## config.mk

```make
export PLATFORM = sky130hd
export DESIGN_NAME = tp_agc
export DESIGN_NICKNAME = d
export VERILOG_FILES = /design/src/rtl/tp_agc_pkg.sv /design/src/rtl/tp_agc_power.sv /design/src/rtl/tp_agc_ctrl.sv /design/src/rtl/tp_agc_filter.sv /design/src/rtl/tp_agc_dsm.sv /design/src/rtl/tp_agc.sv
export SDC_FILE = /design/constraint.sdc
export NUM_CORES = 1
export LEC_CHECK = 0
export ABC_AREA = 1
export BUFFER_PORTS_ARGS = -buffer_cell sky130_fd_sc_hd__buf_4
export CORE_AREA = 8 8 213 215
export DETAILED_ROUTE_END_ITERATION = 10
export DIE_AREA = 0 0 221 223
export SLEW_MARGIN = 0
export SYNTH_ARGS = -nofsm -noshare
export SYNTH_HDL_FRONTEND = slang
export SYNTH_HIERARCHICAL = 1
export SYNTH_SLANG_ARGS = --single-unit
```

## constraint.sdc

```tcl
create_clock -name clk -period 4.9 [get_ports clk]
set_input_delay 0.49 -clock clk [delete_from_list [all_inputs] [get_ports clk]]
set_output_delay 0.49 -clock clk [all_outputs]
set_load 0.02 [all_outputs]
```

## src/rtl/tp_agc_pkg.sv

```systemverilog
package tp_agc_pkg;

    typedef enum logic [1:0] {
        ST_IDLE    = 2'd0,
        ST_COLLECT = 2'd1,
        ST_ERROR   = 2'd2,
        ST_FILTER  = 2'd3
    } agc_state_e;

endpackage

```

## src/rtl/tp_agc_power.sv

```systemverilog
module tp_agc_power #(
    parameter int SAMP_W = 6,
    parameter int PWR_W  = 2 * SAMP_W + 1
) (
    input  logic signed [SAMP_W-1:0] s_i,
    input  logic signed [SAMP_W-1:0] s_q,
    output logic        [PWR_W-1:0]  pwr
);

    localparam int SQ_W = 2 * SAMP_W;

    logic signed [SQ_W-1:0] lane [2];
    logic signed [SAMP_W-1:0] src [2];

    assign src[0] = s_i;
    assign src[1] = s_q;

    // one squarer per lane
    for (genvar g = 0; g < 2; g++) begin : g_sq
        always_comb begin
            lane[g] = src[g] * src[g];
        end
    end

    always_comb begin
        pwr = PWR_W'($unsigned(lane[0])) + PWR_W'($unsigned(lane[1]));
    end

endmodule

```

## src/rtl/tp_agc_ctrl.sv

```systemverilog
module tp_agc_ctrl
    import tp_agc_pkg::*;
#(
    parameter int PWR_W    = 13,
    parameter int LOGN_MAX = 8,
    parameter int NSEL_W   = 4,
    parameter int CNT_W    = LOGN_MAX + 1,
    parameter int ERR_W    = PWR_W + 1
) (
    input  logic                    clk,
    input  logic                    rst_n,
    input  logic                    enable,
    input  logic                    smp_valid,
    input  logic [PWR_W-1:0]        pwr,
    input  logic [PWR_W-1:0]        cfg_ref,
    input  logic [NSEL_W-1:0]       cfg_avg_log2,
    output agc_state_e              state,
    output logic [CNT_W-1:0]        blk_cnt,
    output logic signed [ERR_W-1:0] err_q,
    output logic                    upd
);

    localparam int ACC_W = PWR_W + LOGN_MAX;

    agc_state_e         state_q, state_d;
    logic [ACC_W-1:0]   acc_q;
    logic [CNT_W-1:0]   cnt_q;
    logic [NSEL_W-1:0]  n_eff;
    logic [CNT_W-1:0]   last_cnt;
    logic [PWR_W-1:0]   mean_p;

    always_comb begin
        n_eff    = (cfg_avg_log2 > NSEL_W'(LOGN_MAX)) ? NSEL_W'(LOGN_MAX) : cfg_avg_log2;
        last_cnt = (CNT_W'(1) << n_eff) - CNT_W'(1);
        mean_p   = PWR_W'(acc_q >> n_eff);
    end

    // state register
    always_ff @(posedge clk or negedge rst_n) begin
        if (!rst_n) state_q <= ST_IDLE;
        else        state_q <= state_d;
    end

    // transitions
    always_comb begin
        state_d = state_q;
        unique case (state_q)
            ST_IDLE:    if (enable) state_d = ST_COLLECT;
            ST_COLLECT: begin
                if (!enable)
                    state_d = ST_IDLE;
                else if (smp_valid && (cnt_q == last_cnt))
                    state_d = ST_ERROR;
            end
            ST_ERROR:   state_d = ST_FILTER;
            ST_FILTER:  state_d = enable ? ST_COLLECT : ST_IDLE;
            default:    state_d = ST_IDLE;
        endcase
    end

    // per-state datapath actions
    always_ff @(posedge clk or negedge rst_n) begin
        if (!rst_n) begin
            acc_q <= '0;
            cnt_q <= '0;
            err_q <= '0;
        end else begin
            unique case (state_q)
                ST_IDLE: begin
                    acc_q <= '0;
                    cnt_q <= '0;
                end
                ST_COLLECT: begin
                    if (!enable) begin
                        acc_q <= '0;
                        cnt_q <= '0;
                    end else if (smp_valid) begin
                        acc_q <= acc_q + ACC_W'(pwr);
                        cnt_q <= (cnt_q == last_cnt) ? '0 : cnt_q + CNT_W'(1);
                    end
                end
                ST_ERROR: begin
                    err_q <= $signed({1'b0, cfg_ref}) - $signed({1'b0, mean_p});
                    acc_q <= '0;
                    cnt_q <= '0;
                end
                ST_FILTER: begin
                    cnt_q <= '0;
                end
                default: begin
                    acc_q <= '0;
                    cnt_q <= '0;
                end
            endcase
        end
    end

    assign state   = state_q;
    assign blk_cnt = cnt_q;
    assign upd     = (state_q == ST_FILTER);

endmodule

```

## src/rtl/tp_agc_filter.sv

```systemverilog
module tp_agc_filter #(
    parameter int GAIN_W    = 16,
    parameter int ERR_W     = 14,
    parameter int SH_W      = 4,
    parameter int GAIN_INIT = 1 << (GAIN_W - 1)
) (
    input  logic                    clk,
    input  logic                    rst_n,
    input  logic                    upd,
    input  logic signed [ERR_W-1:0] err,
    input  logic [SH_W-1:0]         kp_sh,
    input  logic [SH_W-1:0]         ki_sh,
    output logic [GAIN_W-1:0]       gain_word
);

    localparam int INT_W = ((GAIN_W > ERR_W) ? GAIN_W : ERR_W) + 2;
    localparam logic signed [INT_W-1:0] TOP = {{(INT_W-GAIN_W){1'b0}}, {GAIN_W{1'b1}}};

    logic signed [INT_W-1:0] integ_q, err_x, prop, step, integ_sum, integ_d, gain_sum;
    logic        [GAIN_W-1:0] gain_q, gain_d;

    function automatic logic signed [INT_W-1:0] clip(input logic signed [INT_W-1:0] v);
        if (v < 0)        return '0;
        else if (v > TOP) return TOP;
        else              return v;
    endfunction

    always_comb begin
        err_x     = {{(INT_W-ERR_W){err[ERR_W-1]}}, err};
        prop      = err_x >>> kp_sh;
        step      = err_x >>> ki_sh;
        integ_sum = integ_q + step;
        integ_d   = clip(integ_sum);
        gain_sum  = integ_d + prop;
        if (gain_sum < 0)        gain_d = '0;
        else if (gain_sum > TOP) gain_d = '1;
        else                     gain_d = gain_sum[GAIN_W-1:0];
    end

    always_ff @(posedge clk or negedge rst_n) begin
        if (!rst_n) begin
            integ_q <= INT_W'(GAIN_INIT);
            gain_q  <= GAIN_W'(GAIN_INIT);
        end else if (upd) begin
            integ_q <= integ_d;
            gain_q  <= gain_d;
        end
    end

    assign gain_word = gain_q;

endmodule

```

## src/rtl/tp_agc_dsm.sv

```systemverilog
module tp_agc_dsm #(
    parameter int DSM_W = 8
) (
    input  logic             clk,
    input  logic             rst_n,
    input  logic [DSM_W-1:0] level,
    input  logic             invert,
    output logic             bit_out
);

    logic [DSM_W-1:0] acc_q;
    logic [DSM_W:0]   sum;
    logic             bit_q;

    always_comb begin
        sum = {1'b0, acc_q} + {1'b0, level};
    end

    always_ff @(posedge clk or negedge rst_n) begin
        if (!rst_n) begin
            acc_q <= '0;
            bit_q <= 1'b0;
        end else begin
            acc_q <= sum[DSM_W-1:0];
            bit_q <= sum[DSM_W] ^ invert;
        end
    end

    assign bit_out = bit_q;

endmodule

```

## src/rtl/tp_agc.sv

```systemverilog
module tp_agc
    import tp_agc_pkg::*;
#(
    parameter int SAMP_W    = 6,
    parameter int GAIN_W    = 16,
    parameter int LOGN_MAX  = 8,
    parameter int SH_W      = 4,
    parameter int DSM_W     = 8,
    parameter int GAIN_INIT = 1 << (GAIN_W - 1),
    localparam int PWR_W    = 2 * SAMP_W + 1,
    localparam int NSEL_W   = $clog2(LOGN_MAX + 1),
    localparam int CNT_W    = LOGN_MAX + 1,
    localparam int ERR_W    = PWR_W + 1
) (
    input  logic              clk,
    input  logic              rst_n,
    input  logic              enable,
    input  logic              smp_valid,
    input  logic [SAMP_W-1:0] smp_i,
    input  logic [SAMP_W-1:0] smp_q,
    input  logic [PWR_W-1:0]  cfg_ref,
    input  logic [NSEL_W-1:0] cfg_avg_log2,
    input  logic [SH_W-1:0]   cfg_kp_shift,
    input  logic [SH_W-1:0]   cfg_ki_shift,
    input  logic              cfg_invert,
    output logic              agc_bit,
    output logic [GAIN_W-1:0] gain_word
);

    logic [PWR_W-1:0]        pwr;
    agc_state_e              state;
    logic [CNT_W-1:0]        blk_cnt;
    logic signed [ERR_W-1:0] err;
    logic                    upd;

    tp_agc_power #(.SAMP_W(SAMP_W), .PWR_W(PWR_W)) u_power (
        .s_i (smp_i),
        .s_q (smp_q),
        .pwr (pwr)
    );

    tp_agc_ctrl #(
        .PWR_W(PWR_W), .LOGN_MAX(LOGN_MAX), .NSEL_W(NSEL_W),
        .CNT_W(CNT_W), .ERR_W(ERR_W)
    ) u_ctrl (
        .clk          (clk),
        .rst_n        (rst_n),
        .enable       (enable),
        .smp_valid    (smp_valid),
        .pwr          (pwr),
        .cfg_ref      (cfg_ref),
        .cfg_avg_log2 (cfg_avg_log2),
        .state        (state),
        .blk_cnt      (blk_cnt),
        .err_q        (err),
        .upd          (upd)
    );

    tp_agc_filter #(
        .GAIN_W(GAIN_W), .ERR_W(ERR_W), .SH_W(SH_W), .GAIN_INIT(GAIN_INIT)
    ) u_filter (
        .clk       (clk),
        .rst_n     (rst_n),
        .upd       (upd),
        .err       (err),
        .kp_sh     (cfg_kp_shift),
        .ki_sh     (cfg_ki_shift),
        .gain_word (gain_word)
    );

    tp_agc_dsm #(.DSM_W(DSM_W)) u_dsm (
        .clk     (clk),
        .rst_n   (rst_n),
        .level   (gain_word[GAIN_W-1 -: DSM_W]),
        .invert  (cfg_invert),
        .bit_out (agc_bit)
    );

endmodule

```

### Yosys cells after proc, flatten, opt, wreduce, memory -nomap -nowiden

Cells that the tools add are included.

* bits in registers: 89

* equality and inequality tests: 7
* shift-type cells: 4
* $lt $le $gt $ge: 5
* $add $sub $neg: 8
* multiply operators: 2
* reduce and logical (&&, ||, !) cells: 7
* bitwise gates (word level): 1
* multiplexer cells: 17

Operators by type and width (number)
* $mux W21: 2
* $pmux W21 S2: 1
* $add A18 B18 Y18: 2
* $gt A18 B17 Y1 const B: 2
* $lt A18 B1 Y1 const B: 2
* $mux W18: 2
* $sshr A14 B4 Y18: 2
* $mux W16: 2
* $mux W9: 3
* $mul A6 B6 Y12: 2
* $add A21 B13 Y21: 1
* $shr A21 B4 Y13: 1
* $pmux W9 S2: 1
* $sub A13 B13 Y14: 1
* $add A12 B12 Y13: 1
* $add A8 B8 Y9: 1
* $add A9 B1 Y9 const B: 1
* $eq A9 B9 Y1: 1
* $shl A1 B4 Y9 const A: 1
* $sub A9 B2 Y9 const B: 1
* $pmux W2 S4: 1
* $mux W2: 3
* $eq A2 B2 Y1 const B: 2
* $gt A4 B4 Y1 const B: 1
* other kinds (13): 14

### Depth between registers and ports, before layout

* word-level depth: 9
* mapped depth: 38
* mapped depth without buffers: 38

### By module

The synthesis kept the hierarchy.

Modules (own cells, without submodules)
* tp_agc_ctrl: area each 4325.4 sq um, cells an instance 680, times used 1, seq. area each 1151.1 sq um
* tp_agc_filter: area each 4165.2 sq um, cells an instance 705, times used 1, seq. area each 828.3 sq um
* tp_agc_power: area each 2849.0 sq um, cells an instance 425, times used 1, seq. area each 0.0 sq um
* tp_agc_dsm: area each 635.6 sq um, cells an instance 84, times used 1, seq. area each 225.2 sq um

### Least setup slack after synthesis

No wires, ideal clock.

* path kind: input-to-reg
* from: input smp_q[0]
* to: register u_ctrl.acc_q[18]
* data arrival time: 5.219 ns
* cell stages on the path: 29
* required time: 4.783 ns
* setup slack: -0.436 ns
* cells stage by stage: nand2_1 -> fa_1 -> fa_1 -> inv_1 -> fa_1 -> ha_1 -> ha_1 -> a21oi_1 -> or2_1 -> nand3_1 -> nand2_1 -> nand2_1 -> ha_1 -> a21o_1 -> nor2_1 -> nand3_1 -> nand2_1 -> nand2_1 -> ha_1 -> a21oi_1 -> nand2_1 -> inv_1 -> nor2_1 -> nor2_1 -> nand2_1 -> nand3_1 -> nand2_1 -> nand2_1 -> nand2_1

* longest elaborated chain between the ends: 6

RTL lines
* from (decl): RTL line tp_agc.sv:20 `input logic [SAMP_W-1:0] smp_q,`
* $mul A6 B6 Y12: RTL line tp_agc_power.sv:21 `lane[g] = src[g] * src[g];`
* $add A12 B12 Y13: RTL line tp_agc_power.sv:26 `pwr = PWR_W'($unsigned(lane[0])) + PWR_W'($unsigned(lane[1]));`
* via pwr[11]: RTL line tp_agc.sv:30 `logic [PWR_W-1:0] pwr;`
* $add A21 B13 Y21: RTL line tp_agc_ctrl.sv:78 `acc_q <= acc_q + ACC_W'(pwr);`
* $mux W21: RTL line tp_agc_ctrl.sv:77 `end else if (smp_valid) begin`
* $mux W21: RTL line tp_agc_ctrl.sv:74 `if (!enable) begin`
* $pmux W21 S2: RTL line tp_agc_ctrl.sv:68 `unique case (state_q)`
* to (signal assigned): RTL line tp_agc_ctrl.sv:78
* to (decl): RTL line tp_agc_ctrl.sv:26 `logic [ACC_W-1:0] acc_q;`

The timed path passes the listed nets, and every way through them passes these cells. The select of a mux whose other input is x is not followed.
A chain may end at the register's enable or synchronous reset.

### Worst setup path in the final report

* from: input smp_q[2]
* to: register u_ctrl.acc_q[16]

Same word-level chain as after synthesis.

==> impl_metrics.ini <==
[outcome]
status = finished with violations
failed_checks = negative setup slack

[power]
switching_share = 0.508
share_seq_of_total_power = 0.085
p_comb_frac = 0.858
power.density_cell_area_mw_per_mm2 = 799
power_report.internal_total_mw = 6.14
vdd.ir_drop.worst_v = 0.000803
total_leakage_power_nw = 7.95
fin_total_pwr_mw = 12.5
clock_share_of_power = 0.057
power_switching_mw = 6.34

[synthesis]
synthMuxAreaShare = 0.00418
seq_area_frac_synth = 0.184
synthFlopType = sky130_fd_sc_hd__dfrtp_1
netlist-cell-type-count = 53
synthesized_area_fraction_occupied_by_ao_oa_aoi_and_oai_cells = 0.136
synth_nets = 2097
synth_simple_gate_area_share = 0.334
async_flop_share = 1.00
post_synth.cell_area_avg_um2 = 6.32
post_synth_edffs = 0
syn_area_mm2 = 0.0120
synth_xor_xnor_area_share = 0.0402
synth-adder-area-share = 0.195
synth_top_family_by_area = simple AND/OR/NAND/NOR gates
syn_inst = 1894
yosys_warnings = 6
yosys_register_bits = 88

[finish]
count_of_fill_cells_added_during_filler_insertion = 4399
mostFrequentLayoutCells = 605 x sky130_fd_sc_hd__nand2_1, 251 x sky130_fd_sc_hd__inv_1, 199 x sky130_fd_sc_hd__buf_4
mostFrequentLayoutCell = sky130_fd_sc_hd__nand2_1
layout-area-overhead-vs-synth_pct = 30.4
layoutNonFillerInstCount = 2635
number_of_nets_at_the_end_of_the_flow = 2283
share_of_final_layout_standard_cells_stronger_than_drive_strength_1 = 0.228
postLayoutCoreUtil = 0.369

[timing]
final_critical_path_setup_slack_ns = -0.195
finalCritPeriodShare = 1.04
period_needed_ns = 5.10
final.setup.tns_ns = -1.24
worst_clock_skew_ns = 0.00998
timing.slew.headroom = 0.319
finalSetupViolations = 11
final-max-slew-violation-count = 0
grt_setup_unrepaired = yes
report.final.hold_viol_count = 0
worst_pin_slew_ns = 1.01
max_freq_ghz = 0.196

[global_route]
grt_antenna_before_repair = 6
vias_in_the_first_global_route = 12300
grt_start_max_net_pins = 56
globalRoute.totalOverflow = 0
grt_pass1_wl_um = 58400
grt_util_all_layers = 0.140

[detailed_routing]
drt.antenna.violating_nets = 0
detail_route.wl_per_cell_um = 13.5
avgViaCountPerCell = 4.71
detail_route.iter0.violations = 824
route.detailed.drc = 0
drt-pass1-iter-count = 8
vias = 12400
finalWirelength_um = 35600

[clock_network]
worst_skew_pair.late_latency_ns = 0.36
cts_buffers = 9
cts_hold_buf = 0
cts_max_level = 3
clock_sinks = 88
clock_tree.buffer_depth = 2
tritoncts = built
clock-root-buffer = sky130_fd_sc_hd__clkbuf_16
cts.reportedPaths.clkPinSlew_ns = 0.07

[critical_path]
timing.critical_path.required_ns = 5.14
r2r_start = u_ctrl/err_q[10]$_DFFE_PN0P_
cpMostUsedCell = sky130_fd_sc_hd__nand2_2
r2r-end = u_filter/gain_word[10]$_DFFE_PN0P_
timing.critical_path.arrival_ns = 5.34
slowest_stage = sky130_fd_sc_hd__fa_2
setup.worst_path.start_class = input port
worst_reg_to_reg_path_cell_count = 31
critical_path_peak_fanout = 6
critical-path-max-stage-delay_ns = 0.56
worstSetupPathType = input port to flip-flop
endpoint_kind_of_the_worst_setup_timing_path = flip-flop
worst-r2r-setup-slack_ns = 0.34

[placement]
detailedPlacementHpwl_um = 28200
buffer_ports.inserted = 58
place_inst = 2600
gpl.final_weighted_congestion = 0.891
worst_slack_at_placement_ns = -0.680

[job]
cap_viol_max_count = 0

[floorplan]
floorplan.rows = 76
fp.dieArea_mm2 = 0.0493
die_h_um = 223
dieWidth_um = 221
core_region_area_mm2 = 0.0423
starting_density_of_the_core = 0.283
io_pins = 59

[hold_path]
worstHoldPathType = input port to asynchronous set/reset pin
area by class of cell:
class                      count  area [um2]  area share
inverter                     285        1090      0.0699
antenna                        5        12.5    0.000801
timing repair buffer         215        1720       0.110
sequential                    88        2200       0.141
clock buffer                  10         229      0.0147
tap                          546         683      0.0437
clock inverter                 5        58.8     0.00377
multi-input combinational   1481        9620       0.616
through the flow:
| stage | hold WS [ns] | instance area, um2 |
|---|---|---|
| 5_1_grt | 0.291 | 15600 |
| 3_3_place_gp | 0.455 | 14400 |
| 3_5_place_dp | 0.460 | 14400 |
| 6_report | 0.233 | 15600 |
| 4_1_cts | 0.255 | 15000 |
| 2_1_floorplan | 0.194 | 12400 |
per-layer routing:
metal | share of wire | track usage | vias up
li1 | - | - | 6428
met2 | 0.48 | 0.243 | 247
met3 | 0.036 | 0.0184 | 52
met1 | 0.46 | 0.176 | 5692
met4 | 0.023 | 0.0489 | 2
met5 | 0.00037 | 0 | -
power by group through the flow:
| stage | clock (mW) | combinational, mW | sequential [mW] |
|---|---|---|---|
| 6_report | 0.709 | 10.7 | 1.06 |
| 5_1_grt | 0.755 | 11.7 | 1.08 |
| 4_1_cts | 0.733 | 9.06 | 1.06 |
| 3_5_place_dp | 0 | 8.29 | 1.07 |
| 3_3_place_gp | 0 | 8.16 | 1.07 |
| 2_1_floorplan | 0 | 5.62 | 1.11 |
state kept, by name, summed over array words and instances, names as in the netlist, named ones only:
name,flops
u_ctrl/acc_q,21
u_dsm/acc_q,8
u_ctrl/blk_cnt,9
u_dsm/bit_out,1
u_filter/integ_q,17
u_ctrl/state,1
u_filter/gain_word,16
u_ctrl/err_q,14
what timing repair did:
item,4_1_cts,5_1_grt
buffers inserted,5,9
gates cloned,0,1
setup endpoints to repair,26,30
resized for setup,80,136
pin swaps,33,47
kinds of logic (layout without fill, tap and decap cells):
group	after synthesis	in the layout
mux	5	5
simple gates	961	962
fa+ha+maj	161	161
flops	88	88
xor+xnor	55	55
other cells	0	5
buf+inv	326	515
compound gates	298	298
cells in the mapped netlist (all sizes together) (4+ instances only):
master,number,area [um2]
o21ai,147,739
nand2,671,2570
o22ai,8,50.1
mux2i,5,50.1
a21o,6,45.0
a31oi,9,56.3
or2,7,43.8
inv,280,1060
nand3,104,566
xor2,25,219
nand3b,8,60.1
a21oi,102,522
nand4,23,144
clkbuf,26,97.6
xnor2,30,263
clkinv,5,18.8
buf,15,109
nor3,10,55.1
o211ai,11,82.6
nor2,134,539
and2,4,25.0
dfrtp,86,2150
ha,119,1490
fa,42,841
worst max-delay path by stage:
stage	start	end	slack [ns]	cells after the start
floorplan	smp_i[2]	u_ctrl/acc_q[20]$_DFFE_PN0P_	-0.08	32
global placement	smp_q[5]	u_ctrl/acc_q[20]$_DFFE_PN0P_	-0.61	33
detailed placement	smp_i[3]	u_ctrl/acc_q[20]$_DFFE_PN0P_	-0.68	34
CTS	smp_q[5]	u_ctrl/acc_q[20]$_DFFE_PN0P_	-0.11	34
global route	smp_q[4]	u_ctrl/acc_q[20]$_DFFE_PN0P_	-0.44	33
finish	smp_q[2]	u_ctrl/acc_q[16]$_DFFE_PN0P_	-0.20	31
worst max-delay path, delay by kind of cell:
kind	cells	cell delay, ns
AOI/OAI and AO/OA	2	0.24
adders and majority gates	7	2.75
buffers and inverters	7	0.46
and+or+nand+nor	15	1.38
No activity file was read; power rests on OpenSTA's default activity.
